[config.mk]
export PLATFORM = sky130hd
export DESIGN_NAME = quad_tap_selector
export DESIGN_NICKNAME = d
export VERILOG_FILES = /design/src/rtl/quad_tap_pkg.sv /design/src/rtl/quad_tap_prio.sv /design/src/rtl/quad_tap_ctrl.sv /design/src/rtl/quad_tap_datapath.sv /design/src/rtl/quad_tap_selector.sv
export SDC_FILE = /design/constraint.sdc
export NUM_CORES = 1
export LEC_CHECK = 0
export BUFFER_PORTS_ARGS = -buffer_cell sky130_fd_sc_hd__buf_2
export CAP_MARGIN = 20
export CORE_MARGIN = 2
export CORE_UTILIZATION = 40
export DETAILED_ROUTE_END_ITERATION = 12
export PLACE_DENSITY = 0.81
export SETUP_SLACK_MARGIN = 0.4
export SYNTH_ARGS = -nofsm -noshare
export SYNTH_HDL_FRONTEND = slang
export SYNTH_SLANG_ARGS = --single-unit
[constraint.sdc]
create_clock -name clk -period 3 [get_ports clk]
set_clock_uncertainty 0.2 [all_clocks]
set_input_delay 0.3 -clock clk [delete_from_list [all_inputs] [get_ports clk]]
set_output_delay 0.3 -clock clk [all_outputs]
set_load 0.05 [all_outputs]
[src/rtl/quad_tap_pkg.sv]
package quad_tap_pkg;
  // Strobes from the decision logic to the result datapath
  typedef struct packed {
    logic load;      // capture a new result this cycle
    logic fallback;  // no candidate matched: use fixed quarter points
    logic invalid;   // every candidate matched
    logic comp;      // odd tap: round down and request compensation
  } tapStrobe_t;
endpackage

[src/rtl/quad_tap_prio.sv]
module quad_tap_prio #(
  parameter int CAND = 16,
  parameter int IW   = 5
) (
  input  logic [CAND-1:0] hits,
  output logic            anyHit,
  output logic            allHit,
  output logic [IW-1:0]   firstTap
);
  logic [CAND:0]   noneBelow;
  logic [CAND-1:0] firstOh;

  assign noneBelow[0] = 1'b1;
  for (genvar i = 0; i < CAND; i++) begin : g_chain
    assign firstOh[i]     = hits[i] & noneBelow[i];
    assign noneBelow[i+1] = noneBelow[i] & ~hits[i];
  end

  always_comb begin
    firstTap = '0;
    for (int i = 0; i < CAND; i++) begin
      if (firstOh[i]) firstTap = firstTap | IW'(i + 1);
    end
  end

  assign anyHit = ~noneBelow[CAND];
  assign allHit = &hits;

  always_comb begin
    assert_first_onehot_R2: assert ($onehot0(firstOh));
  end
endmodule

[src/rtl/quad_tap_ctrl.sv]
module quad_tap_ctrl
  import quad_tap_pkg::*;
(
  input  logic       latchEn,
  input  logic       anyHit,
  input  logic       allHit,
  input  logic       tapLsb,
  output tapStrobe_t strobe
);
  always_comb begin
    strobe.load     = latchEn;
    strobe.fallback = ~anyHit;
    strobe.invalid  = allHit;
    strobe.comp     = anyHit & tapLsb;
  end
endmodule

[src/rtl/quad_tap_datapath.sv]
module quad_tap_datapath
  import quad_tap_pkg::*;
#(
  parameter int NUM_TAPS = 32,
  parameter int IW       = 5
) (
  input  logic          clk,
  input  logic          rst,
  input  tapStrobe_t    strobe,
  input  logic [IW-1:0] firstTap,
  output logic [IW-1:0] tapHit,
  output logic [IW-1:0] tap90,
  output logic [IW-1:0] tap180,
  output logic [IW-1:0] tap270,
  output logic          ovfFlag,
  output logic          unfFlag,
  output logic          oddFlag,
  output logic          compReq,
  output logic          phaseValid
);
  localparam int WW = IW + 2;
  localparam logic [IW-1:0] FB90  = IW'(NUM_TAPS / 4);
  localparam logic [IW-1:0] FB180 = IW'(NUM_TAPS / 2);
  localparam logic [IW-1:0] FB270 = IW'((3 * NUM_TAPS) / 4);

  logic [IW-1:0] baseTap;
  logic [WW-1:0] triple;
  logic [IW-1:0] n90, n180, n270, nHit;

  always_comb begin
    baseTap = {firstTap[IW-1:1], 1'b0};
    triple  = WW'(baseTap) + (WW'(baseTap) << 1);
    if (strobe.fallback) begin
      nHit = '0;
      n90  = FB90;
      n180 = FB180;
      n270 = FB270;
    end else begin
      nHit = firstTap;
      n90  = baseTap >> 2;
      n180 = baseTap >> 1;
      n270 = IW'(triple >> 2);
    end
  end

  always_ff @(posedge clk) begin
    if (rst) begin
      tapHit     <= '0;
      tap90      <= '0;
      tap180     <= '0;
      tap270     <= '0;
      ovfFlag    <= 1'b0;
      unfFlag    <= 1'b0;
      oddFlag    <= 1'b0;
      compReq    <= 1'b0;
      phaseValid <= 1'b0;
    end else if (strobe.load) begin
      tapHit     <= nHit;
      tap90      <= n90;
      tap180     <= n180;
      tap270     <= n270;
      ovfFlag    <= strobe.fallback;
      unfFlag    <= strobe.invalid;
      oddFlag    <= strobe.comp;
      compReq    <= strobe.comp;
      phaseValid <= ~strobe.fallback & ~strobe.invalid;
    end
  end

  assert_hold_R7: assert property (@(posedge clk) disable iff (rst)
    !strobe.load |=> $stable({tapHit, tap90, tap180, tap270, ovfFlag,
                              unfFlag, oddFlag, compReq, phaseValid}));

  assert_no_overflow_R3: assert property (@(posedge clk) disable iff (rst)
    ovfFlag |-> (tapHit == '0 && tap90 == FB90 && tap180 == FB180
                 && tap270 == FB270 && !compReq));

  assert_odd_comp_R5: assert property (@(posedge clk) disable iff (rst)
    compReq |-> (tapHit[0] && oddFlag && !ovfFlag));

  assert_half_tap_R6: assert property (@(posedge clk) disable iff (rst)
    !ovfFlag |-> (tap180 == (tapHit >> 1)));

  assert_valid_R8: assert property (@(posedge clk) disable iff (rst)
    phaseValid |-> (!ovfFlag && !unfFlag));
endmodule

[src/rtl/quad_tap_selector.sv]
module quad_tap_selector
  import quad_tap_pkg::*;
#(
  parameter int NUM_TAPS = 32,
  localparam int CAND    = NUM_TAPS / 2,
  localparam int IW      = $clog2(NUM_TAPS)
) (
  input  logic            clk,
  input  logic            rst,
  input  logic            latchEn,
  input  logic [CAND-1:0] hitVec,
  output logic [IW-1:0]   tapHit,
  output logic [IW-1:0]   tap90,
  output logic [IW-1:0]   tap180,
  output logic [IW-1:0]   tap270,
  output logic            ovfFlag,
  output logic            unfFlag,
  output logic            oddFlag,
  output logic            compReq,
  output logic            phaseValid
);
  logic          anyHit, allHit;
  logic [IW-1:0] firstTap;
  tapStrobe_t    strobe;

  quad_tap_prio #(.CAND(CAND), .IW(IW)) u_prio (
    .hits(hitVec), .anyHit(anyHit), .allHit(allHit), .firstTap(firstTap)
  );

  quad_tap_ctrl u_ctrl (
    .latchEn(latchEn), .anyHit(anyHit), .allHit(allHit),
    .tapLsb(firstTap[0]), .strobe(strobe)
  );

  quad_tap_datapath #(.NUM_TAPS(NUM_TAPS), .IW(IW)) u_dp (
    .clk(clk), .rst(rst), .strobe(strobe), .firstTap(firstTap),
    .tapHit(tapHit), .tap90(tap90), .tap180(tap180), .tap270(tap270),
    .ovfFlag(ovfFlag), .unfFlag(unfFlag), .oddFlag(oddFlag),
    .compReq(compReq), .phaseValid(phaseValid)
  );
endmodule

After elaboration in Yosys (flattened, before gate mapping) --
Index checks and enable logic that the tools add are counted.
Word-level totals: register bits after elaboration 24, input bits 19, output and inout bits 25, word-level logic and storage cells 80
Cells by class: add/sub/neg operators 1, multiplexer cells 20, bitwise operators 50, reduce and logical (&&, ||, !) cells 1
Operators with widths (count):
- $mux W4 | 9
- $and A1 B1 Y1 | 32
- $mux W5 | 4
- $not A1 Y1 | 18
- $reduce_and A16 Y1 | 1
- $mux W3 | 4
- $add A5 B6 Y7 | 1
- $mux W2 | 2
- $mux W1 | 1

Logic depth before layout (Yosys ltp) --
depth after elaboration 19, gate-level depth with buffers 10, depth with buffers taken out 10

Hierarchy --
From an unflattened synthesis, not the netlist that was laid out.
Unflattened totals: cells, all modules 119, area, all modules 982.2 um^2
By module, submodules not included:
- quad_tap_datapath | times used 1, cells an instance 79, area each 740.7 um^2, sequential area each 280.3 um^2
- quad_tap_prio | times used 1, cells an instance 36, area each 216.5 um^2, sequential area each 0.0 um^2
- quad_tap_ctrl | times used 1, cells an instance 4, area each 25.0 um^2, sequential area each 0.0 um^2

Worst setup path before layout --
Ideal clock, no wire load.
kind input to register, from in hitVec[11], to reg u_dp.tap270[3], arrival 2312 ps, setup slack 376 ps, stages 8, buffers on the path 0, cell sequence or4_1 > a2111oi_0 > nor2_1 > ha_1 > a21o_1 > a21oi_1 > nor2_1 > a2111oi_1
Between the ends: word-level cells in the longest chain between the ends 9, elaborated cells on any way between the ends 18, those cells by class add/sub: 1; mux: 6; bitwise: 11
Ends and longest elaborated chain:
- start, declared | line quad_tap_selector.sv:11 | input logic [CAND-1:0] hitVec,
- $not A1 Y1 | line quad_tap_prio.sv:16 | assign noneBelow[i+1] = noneBelow[i] & ~hits[i];
- $and A1 B1 Y1 | line quad_tap_prio.sv:16
- $and A1 B1 Y1, on equally long branches | line quad_tap_prio.sv:16, quad_tap_prio.sv:15
- $and A1 B1 Y1, or another cell as far along | line quad_tap_prio.sv:15 | assign firstOh[i] = hits[i] & noneBelow[i];
- $mux W4, or another cell as far along | line quad_tap_prio.sv:22 | if (firstOh[i]) firstTap = firstTap | IW'(i + 1);
- $mux W4 / $and A1 B1 Y1 (equally long branches) | line quad_tap_prio.sv:22, quad_tap_prio.sv:15
- $mux W5 | line quad_tap_prio.sv:22
- $add A5 B6 Y7 | line quad_tap_datapath.sv:32 | triple = WW'(baseTap) + (WW'(baseTap) << 1);
- $mux W5 * | line quad_tap_datapath.sv:33 | if (strobe.fallback) begin
- end signal, assigned | line quad_tap_datapath.sv:61 | tap270 <= n270;
- end, declared | line quad_tap_datapath.sv:14 | output logic [IW-1:0] tap270,
Mark *: on every way between the ends. The rest lies on a longest branch, timed or not. A chain may end at the register's enable or synchronous reset.

Final worst setup path --
Ends and elaborated chain as after synthesis.

==> results.md <==
- Status: completed
- Critical Path Source: hitVec[11]
- First-pass GRT wire length: 3710 um
- Largest net degree at the start of global routing: 25
- Worst VDD drop: 0.000146 V
- Cell area after synthesis: 983 sq um
- Vias: approximately 960
- Iter 0 DRT Violations: 16
- Initial antenna violation count: 0
- Mapped Avg Cell Area: slightly above 8 sq um
- Clock Path Buffers: 2
- Sequential area share after synthesis: 26.5%
- Buffer count from post-CTS setup fixing: 0
- Share of cells above drive strength 1: 39.1%
- Root Driver: clkbuf_4
- Core region area: around 0.0023 sq mm
- Drt pass-1 iters: 4
- R2r setup slk: 1.97 ns
- Worst setup path end: u_dp.tap270[3]
- Gpl congestion: 0.868
- Synth unique cells: 42
- Crit path max fanout: 5
- Post-DR wirelength/cell: roughly 13 um
- Setup-failing EPs final: 0
- R2r worst-path depth: 2
- Ant. Diodes: 0
- Reg clk slew, reported paths: 0.07 ns
- # H-tree levels: 1
- Final WL: 2280 um
- Crit start category: input port
- CTS sink count: 13
- I/O pins: 44
- Unrepaired setup endpoints after global routing: no
- Via/cell ratio: 5.35
- Most frequent cells in the layout: buf_2, nor2_1, dfxtp_1
- GRT Overall Usage: 17.4%
- Clock power share: 26.7%
- Clk_lat worst skew: 0.27 ns
- Nets: 177
- Vias in the first global route: ~880
- Layout Area Growth over Synthesis: 22.1%
- Die width: 53.6 um
- Synth area leader: dfxtp_1
- Number of synthesis warnings: 0
- CP endpoint kind: register
- GRT overflow: 0
- R2R Path Start: u_dp.phaseValid
- Synthesized flop and latch total: 13
- Cts hold-fix bufs: 0
- Critical path required time: 2.97 ns
- Residual DRC count: 0
- Final worst slack: 0.494 ns
- Slew Viols, Final: 0
- DP HPWL: 1780 um
- Terminus of the critical flop-to-flop path: u_dp.phaseValid
- CTS tree: yes
- Min Tclk post-route: 2.51 ns
- Critical path class: in2reg
- Power Density: 332 mW/mm^2
- Total Negative Setup Slacks: 0 ns
- Comb power frac: 27.8%
- Row count: 17
- CTS buffer count: 3
- Net Sw Power: 0.000137 W
- Final ANT Viol Nets: 0
- Synth Net Count: about 140
- Worst slack, placed: 0.133 ns
- Static leakage: 0.573 nW
- Post-Syn Instances: 119
- HP Class: in2reg
- Die height: 53.6 um
- Max_cap viols: 0
- Input/output buffers: 42
- Fmax: 0.399 GHz
- Sequential share of power: 45.5%
- Synth area leaders: dfxtp_1, buf_4, ha_1, nor2_1, nor4_4
- Total Die Area: about 0.0029 sq mm
- Final hold vios: 0
- Switch share: 34.4%
- Starting density of the core: 43.2%
- Commonest non-fill, non-tap cell in the layout: buf_2
- Post-synth top area share: 26.5%
- PostCTS Resize Cnt: 0
- Arr. time, crit path: 2.47 ns
- Internal cell power: 0.000261 W
- Fin crit share: about 84%
[logic make-up (layout without fill, tap and decap cells)]
group / after synthesis / after routing / synth area share [%]
other: 1 / 1 / 0.381
AO/OA/AOI/OAI: 23 / 23 / 16.9
XOR/XNOR: 1 / 1 / 0.891
AND/OR/NAND/NOR: 48 / 48 / 30.2
buffers and inverters: 24 / 56 / 13.7
flip-flops: 13 / 13 / 26.5
multiplexers: 3 / 3 / 3.05
adder cells (fa/ha/maj): 6 / 6 / 8.40
[registers in the layout (all words and copies together), names as in the netlist]
name,count
u_dp.phaseValid,1
u_dp.tap180,4
u_dp.ovfFlag,1
u_dp.tapHit,1
u_dp.unfFlag,1
u_dp.tap270,5
[critical path, cell delays in order]
cell       delay (ns)
buf_2            0.12
or4_4            0.55
a2111oi_4        0.37
nor2_2           0.11
ha_1             0.29
a21o_1           0.19
a21oi_2          0.15
nor2_1           0.08
a2111oi_2        0.31
[area by class of cell]
class	count	area [sq um]
Fill cell	195	1070
Multi-Input combinational cell	82	628
Sequential cell	13	260
Timing Repair Buffer	43	218
Tap cell	28	35.0
Inverter	9	33.8
Clock buffer	4	26.3
[synth_stat cells]
library cell / number
nand4_1: 3
a221oi_1: 1
conb_1: 1
nor4b_1: 1
a31oi_1: 1
mux2i_1: 3
o31ai_1: 1
fa_1: 1
nor3_1: 2
or4_1: 1
nand3_1: 4
a21o_1: 1
clkbuf_1: 2
buf_4: 12
or2_2: 1
nor2_1: 14
nand3b_1: 1
a2111oi_1: 1
o221ai_1: 1
nor3_2: 1
nor4_4: 2
or4_4: 1
a311oi_2: 1
o21bai_1: 1
inv_1: 9
nand4_2: 1
nor2b_1: 2
dfxtp_1: 13
nand2b_1: 5
a31o_2: 1
xnor2_1: 1
buf_1: 1
and2_1: 2
nor4_1: 1
a21oi_1: 8
nand2_1: 5
o21ai_0: 1
a211oi_1: 1
nor3b_1: 1
ha_1: 5
a2111oi_0: 3
o21a_1: 1
[routing by layer]
metal  vias to the layer above  part of all wire (%)  GRT usage (%)
li1                        475                     -              -
met3                         5                   4.6          0.833
met2                        37                    50           31.7
met1                       441                    43           21.6
met5                         -                     0              0
met4                         0                   2.0           6.41
[power by group through the flow]
stage	combinational, W	sequential, W	clock, W
floorplan	0.0000514	0.000206	0
global placement	0.000105	0.000185	0
detailed placement	0.000107	0.000186	0
CTS	0.000107	0.000182	0.000109
global route	0.000119	0.000182	0.000119
finish	0.000111	0.000181	0.000107
[worst min path at each step]
stage	from	to	depth (start not counted)
final	rst	u_dp.ovfFlag	2
after global routing	rst	u_dp.ovfFlag	2
after CTS	rst	u_dp.ovfFlag	2
after detailed placement	u_dp.tap270[2]	u_dp.tap270[2]	2
after global placement	u_dp.tap270[0]	u_dp.tap270[0]	2
after floorplan	rst	u_dp.phaseValid	1
[stage by stage]
step                power, W  util (%)  instance area (sq um)  std cells  hold WS, ns
floorplan           0.000257         -                    993        119        0.183
global placement    0.000290      50.3                   1140        175        0.254
detailed placement  0.000292      50.3                   1140        175        0.259
CTS                 0.000398      51.5                   1170        179        0.146
global route        0.000420      52.8                   1200        179        0.153
finish              0.000399      52.8                   1200        179        0.147
Power figures use the tool's default switching activity.
